`src/rtl/irq_pend_pkg.sv`:
```
package irq_pend_pkg;
  localparam int unsigned IRQ_LVLS    = 7;
  localparam int unsigned IRQ_LVL_W   = $clog2(IRQ_LVLS + 1);
  localparam int unsigned IRQ_SYNC_ST = 2;
endpackage

```
`src/rtl/irq_pend_sync.sv`:
```
module irq_pend_sync #(
  parameter int unsigned WIDTH  = 7,
  parameter int unsigned STAGES = 2
) (
  input  logic             clk,
  input  logic             rst_n,
  input  logic [WIDTH-1:0] d_n,
  output logic [WIDTH-1:0] q_n
);
  logic [WIDTH-1:0] stg_q [STAGES];

  for (genvar s = 0; s < STAGES; s++) begin : g_stage
    logic [WIDTH-1:0] stg_d;
    if (s == 0) begin : g_first
      assign stg_d = d_n;
    end else begin : g_next
      assign stg_d = stg_q[s-1];
    end
    always_ff @(posedge clk or negedge rst_n) begin
      if (!rst_n) stg_q[s] <= '1;
      else        stg_q[s] <= stg_d;
    end
  end

  assign q_n = stg_q[STAGES-1];
endmodule

```
`src/rtl/irq_pend_enc.sv`:
```
module irq_pend_enc #(
  parameter int unsigned LVLS  = 7,
  parameter int unsigned LVL_W = $clog2(LVLS + 1)
) (
  input  logic [LVLS-1:0]  req_n,
  output logic [LVL_W-1:0] lvl
);
  always_comb begin
    lvl = '0;
    for (int k = 0; k < LVLS; k++) begin
      if (!req_n[k]) lvl = LVL_W'(k + 1);
    end
  end
endmodule

```
`src/rtl/irq_pend_ctl.sv`:
```
module irq_pend_ctl #(
  parameter int unsigned LVLS  = 7,
  parameter int unsigned LVL_W = $clog2(LVLS + 1)
) (
  input  logic             clk,
  input  logic             rst_n,
  input  logic [LVL_W-1:0] lvl_i,
  input  logic [LVL_W-1:0] mask_i,
  input  logic             ack_i,
  output logic             pend_o,
  output logic [LVL_W-1:0] pend_lvl_o
);
  localparam logic [LVL_W-1:0] TopLvl = LVL_W'(LVLS);

  logic             pend_q, pend_d;
  logic [LVL_W-1:0] lvl_q, lvl_d;
  logic             lvl_en;
  logic             armed_q, armed_d;
  logic [LVL_W-1:0] mprev_q;

  logic is_top, mask_drop, top_hit, low_hit, take;

  always_comb begin
    is_top    = (lvl_i == TopLvl);
    mask_drop = (mprev_q == TopLvl) && (mask_i != TopLvl);
    top_hit   = is_top && armed_q;
    low_hit   = !is_top && (lvl_i != '0) && (lvl_i > mask_i);
    take      = !pend_q && (top_hit || low_hit);

    pend_d = pend_q;
    lvl_d  = lvl_q;
    lvl_en = 1'b0;
    if (pend_q && ack_i) begin
      pend_d = 1'b0;
      lvl_d  = '0;
      lvl_en = 1'b1;
    end else if (take) begin
      pend_d = 1'b1;
      lvl_d  = lvl_i;
      lvl_en = 1'b1;
    end

    armed_d = armed_q;
    if (take && is_top)            armed_d = 1'b0;
    else if (!is_top || mask_drop) armed_d = 1'b1;
  end

  always_ff @(posedge clk or negedge rst_n) begin
    if (!rst_n) begin
      pend_q  <= 1'b0;
      armed_q <= 1'b1;
      mprev_q <= '0;
    end else begin
      pend_q  <= pend_d;
      armed_q <= armed_d;
      mprev_q <= mask_i;
    end
  end

  always_ff @(posedge clk or negedge rst_n) begin
    if (!rst_n)      lvl_q <= '0;
    else if (lvl_en) lvl_q <= lvl_d;
  end

  assign pend_o     = pend_q;
  assign pend_lvl_o = lvl_q;
endmodule

```
`src/rtl/irq_pend_det.sv`:
```
module irq_pend_det
  import irq_pend_pkg::*;
#(
  parameter int unsigned LVLS   = IRQ_LVLS,
  parameter int unsigned STAGES = IRQ_SYNC_ST,
  localparam int unsigned LVL_W = $clog2(LVLS + 1)
) (
  input  logic             clk,
  input  logic             rst_n,
  input  logic [LVLS-1:0]  irq_n_i,
  input  logic [LVL_W-1:0] mask_i,
  input  logic             ack_i,
  output logic             pend_o,
  output logic [LVL_W-1:0] pend_lvl_o
);
  logic [LVLS-1:0]  req_sync_n;
  logic [LVL_W-1:0] cur_lvl;

  irq_pend_sync #(.WIDTH(LVLS), .STAGES(STAGES)) sync_i (
    .clk   (clk),
    .rst_n (rst_n),
    .d_n   (irq_n_i),
    .q_n   (req_sync_n)
  );

  irq_pend_enc #(.LVLS(LVLS), .LVL_W(LVL_W)) enc_i (
    .req_n (req_sync_n),
    .lvl   (cur_lvl)
  );

  irq_pend_ctl #(.LVLS(LVLS), .LVL_W(LVL_W)) ctl_i (
    .clk        (clk),
    .rst_n      (rst_n),
    .lvl_i      (cur_lvl),
    .mask_i     (mask_i),
    .ack_i      (ack_i),
    .pend_o     (pend_o),
    .pend_lvl_o (pend_lvl_o)
  );
endmodule

```
`config.mk`:
```
export PLATFORM = sky130hd
export DESIGN_NAME = irq_pend_det
export DESIGN_NICKNAME = d
export VERILOG_FILES = /design/src/rtl/irq_pend_pkg.sv /design/src/rtl/irq_pend_sync.sv /design/src/rtl/irq_pend_enc.sv /design/src/rtl/irq_pend_ctl.sv /design/src/rtl/irq_pend_det.sv
export SDC_FILE = /design/constraint.sdc
export NUM_CORES = 1
export LEC_CHECK = 0
export BUFFER_PORTS_ARGS = -buffer_cell sky130_fd_sc_hd__buf_2
export CELL_PAD_IN_SITES_DETAIL_PLACEMENT = 0
export CELL_PAD_IN_SITES_GLOBAL_PLACEMENT = 2
export CORE_ASPECT_RATIO = 0.7
export CORE_UTILIZATION = 37
export CTS_BUF_LIST = sky130_fd_sc_hd__clkbuf_2
export CTS_CLUSTER_DIAMETER = 80
export DETAILED_ROUTE_END_ITERATION = 16
export PLACE_DENSITY = 0.75
export SLEW_MARGIN = 20
export SYNTH_ARGS = -nofsm -noshare
export SYNTH_HDL_FRONTEND = slang
export SYNTH_SLANG_ARGS = --single-unit
export TNS_END_PERCENT = 5
```
`constraint.sdc`:
```
create_clock -name clk -period 2.9 [get_ports clk]
set_input_delay 0.58 -clock clk [delete_from_list [all_inputs] [get_ports clk]]
set_output_delay 0.58 -clock clk [all_outputs]
set_load 0.01 [all_outputs]
```
==> insert_results.sql <==
INSERT INTO impl_metrics (metric_group, metric, value, unit) VALUES
('setup_path', 'worstReg2RegStart', 'sync_i.q_n[2]', ''),
('timing', 'setup-tns-final', '0', 'ns'),
('synth', 'synth_fp_nets', '79', ''),
('drt', 'post_drt_wl_per_cell', '10.61', 'µm'),
('timing', 'rsz0062_at_grt', 'no', ''),
('drt', 'first_iter_violations', '30', ''),
('cts', 'cts_buffer_depth', '2', ''),
('layout', 'drive_gt1_share', '46.99', '%'),
('drt', 'via_count', '541', ''),
('cts', 'worst_skew_pair.late_latency', '0.33', 'ns'),
('global_routing', 'first_pass_grt_wire_length', '2283', 'µm'),
('power', 'irDropWorstVdd', '0.0003241', 'V'),
('cts', 'tritoncts', 'done', ''),
('cts', 'cts_inserted_buffers', '3', ''),
('setup_path', 'critical-path-top-cell-by-count', 'sky130_fd_sc_hd__nand3_1', ''),
('timing', 'slew-limit-headroom', '69.75', '%'),
('synth', 'synthesis.yosys.warnings', '0', ''),
('outcome', 'outcome', 'completed', ''),
('power', 'power_density', '657.5', 'nW/µm²'),
('synth', 'synth_sequential_area_ratio', '67.41', '%'),
('layout', 'design.final.nets', '100', ''),
('global_routing', 'global_route.usage.total', '13.12', '%'),
('drt', 'postRouteAntennaNets', '0', ''),
('synth', 'synth.top_cells.by_area', 'sky130_fd_sc_hd__dfstp_2 (47%), sky130_fd_sc_hd__dfrtp_1 (21%), sky130_fd_sc_hd__ha_1 (4.4%), sky130_fd_sc_hd__inv_1 (4.4%), sky130_fd_sc_hd__a222oi_1 (2.4%)', ''),
('cts', 'worst_setup_hold_path_clk_slew', '0.21', 'ns'),
('floorplanning', 'floorplan.core_area', '2155', 'µm²'),
('cts', 'cts_setup_buffers', '0', ''),
('floorplanning', 'placementRows', '14', ''),
('synth', 'mappedNetlistArea', '844.6', 'µm²'),
('setup_path', 'reg2reg_depth', '9', ''),
('layout', 'area_delta_synth_final', '19.56', '%'),
('floorplanning', 'die_height', '41.97', 'µm'),
('global_routing', 'grt_pass1_vias', '526', ''),
('power', 'leakage', '0.4623', 'nW'),
('drt', 'drt-pass1-iter-count', '4', ''),
('floorplanning', 'floorplan.die.width', '59.11', 'µm'),
('floorplanning', 'design.portCount', '17', ''),
('global_routing', 'met1_track_usage_gr', '17.53', '%'),
('setup_path', 'crit_type', 'flop to flop', ''),
('drt', 'drc', '0', ''),
('layout', 'stdcell_count', '115', ''),
('setup_path', 'category_of_the_worst_setup_path_launch_point', 'flop', ''),
('timing', 'finalCritPeriodShare', '79.39', '%'),
('timing', 'report.final.slew_viol_count', '0', ''),
('timing', 'max_slew.worst_pin.slew', '0.4538', 'ns'),
('power', 'total_power', '0.6639', 'mW'),
('setup_path', 'timing.critical_path.cells', 'nand2_1, nand3_1, and3_1, inv_1, ha_1, nand3_1, o211ai_1, o32a_2, a222oi_1', ''),
('timing', 'period_minus_slack', '2.302', 'ns'),
('place', 'dp.cells', '111', ''),
('layout', 'finish.instance_area', '1010', 'µm²'),
('layout', 'commonest_non_fill_non_tap_cells_in_the_layout', 'sky130_fd_sc_hd__buf_2 (16), sky130_fd_sc_hd__dfstp_2 (15), sky130_fd_sc_hd__inv_1 (10)', ''),
('setup_path', 'worst-path-max-fanout', '4', ''),
('place', 'dp_area', '964.7', 'µm²'),
('global_routing', 'grt_util_met2', '18.64', '%'),
('setup_path', 'crit_arrival', '2.55', 'ns'),
('setup_path', 'reg2reg_setup_slack', '0.60', 'ns'),
('setup_path', 'critical_path.slowest_cell', 'sky130_fd_sc_hd__dfstp_2', ''),
('synth', 'synth.largest_area_cell', 'sky130_fd_sc_hd__dfstp_2', ''),
('global_routing', 'grt_max_degree', '23', ''),
('place', 'place_hpwl', '886.7', 'µm'),
('synth', 'synthesis.instances', '63', ''),
('cts', 'cts_num_sinks', '22', ''),
('drt', 'finalWirelength', '1220', 'µm'),
('hold_path', 'hold_path_class', 'input pin to asynchronous set/reset pin', ''),
('timing', 'layout_skew', '0.01114', 'ns'),
('layout', 'antenna_cells', '0', ''),
('floorplanning', 'die-area', '2481', 'µm²'),
('synth', 'synth.distinct_cells', '26', ''),
('cts', 'postCtsHoldBufs', '0', ''),
('synth', 'syn_avg_cell_area', '13.41', 'µm²'),
('drt', 'detailed_route_vias_per_instance', '4.704', '');
==> metrics by stage <==
stage | hold slack, ns | worst slack (ns) | util, %
floorplan | 0.2844 | 0.8068 | -
global placement | 0.3453 | 0.6478 | 44.77
detailed placement | 0.3468 | 0.6529 | 44.77
CTS | 0.1596 | 0.6140 | 46.86
global route | 0.1449 | 0.4877 | 46.86
finish | 0.1547 | 0.5976 | 46.86
==> routing by layer <==
layer / part of all wire, % / wire, µm
met4: 1.1 / 13
met1: 49 / 596
met5: 0 / 0
met2: 42 / 516
met3: 7.7 / 94
==> power breakdown <==
part	switching [mW]	leakage [nW]	total (mW)	internal, mW
sequential	0.0184	0.241	0.363	0.345
clock	0.0929	0.0266	0.212	0.119
combinational	0.0468	0.195	0.0886	0.0418
==> state kept, by name (all words and copies together) (netlist names) <==
signal,cells
sync_i.g_stage.stg_d,7
sync_i.q_n,7
ctl_i.mprev_q,3
ctl_i.pend_lvl_o,3
ctl_i.armed_q,1
ctl_i.pend_o,1
==> kinds of logic after synthesis <==
logic type | Yosys count | synth area share, %
and+or+nand+nor | 15 | 10.82
buffers and inverters | 12 | 5.333
muxes | 1 | 1.185
DFF | 22 | 67.41
AOI/OAI and AO/OA | 10 | 10.82
adders and majority gates | 3 | 4.445
==> how the worst max path moves through the flow <==
stage                             start                  end  slack, ns  cells after the start
after floorplan           sync_i.q_n[2]  ctl_i.pend_lvl_o[1]       0.81                      9
after global placement    sync_i.q_n[2]  ctl_i.pend_lvl_o[1]       0.65                      9
after detailed placement  sync_i.q_n[2]  ctl_i.pend_lvl_o[1]       0.65                      9
after CTS                 sync_i.q_n[2]  ctl_i.pend_lvl_o[1]       0.61                      9
after global routing      sync_i.q_n[1]  ctl_i.pend_lvl_o[2]       0.49                      9
final                     sync_i.q_n[2]  ctl_i.pend_lvl_o[1]       0.60                      9
==> critical path, delay by kind of cell, from the launching register on <==
family | cells | cell delay [ns]
DFF | 1 | 0.57
buffers and inverters | 1 | 0.06
adders and majority gates | 1 | 0.28
AOI/OAI and AO/OA | 3 | 0.85
and+or+nand+nor | 4 | 0.46
==> layout make-up <==
class,count,area (µm²)
Clock buffer,3,15.01
Clock inverter,1,30.03
Fill cell,218,1145
Inverter,12,45.04
Multi-Input combinational cell,29,230.2
Sequential cell,22,569.3
Tap cell,32,40.04
Timing Repair Buffer,16,80.08
==> synth_stat cells, drive strengths merged <==
library cell	instances
nand2	2
o32a	1
a211oi	1
ha	3
dfstp	15
a222oi	2
nand2b	2
nor2b	2
clkinv	1
a22oi	1
o221a	1
dfrtp	7
a311oi	1
nor4	1
and4	1
or3	1
o41ai	1
and3	1
nand3	3
o211ai	1
mux2i	1
inv	11
a211o	1
nor3	1
nor2	1
Note: power is estimated with default switching activity, not from simulation.
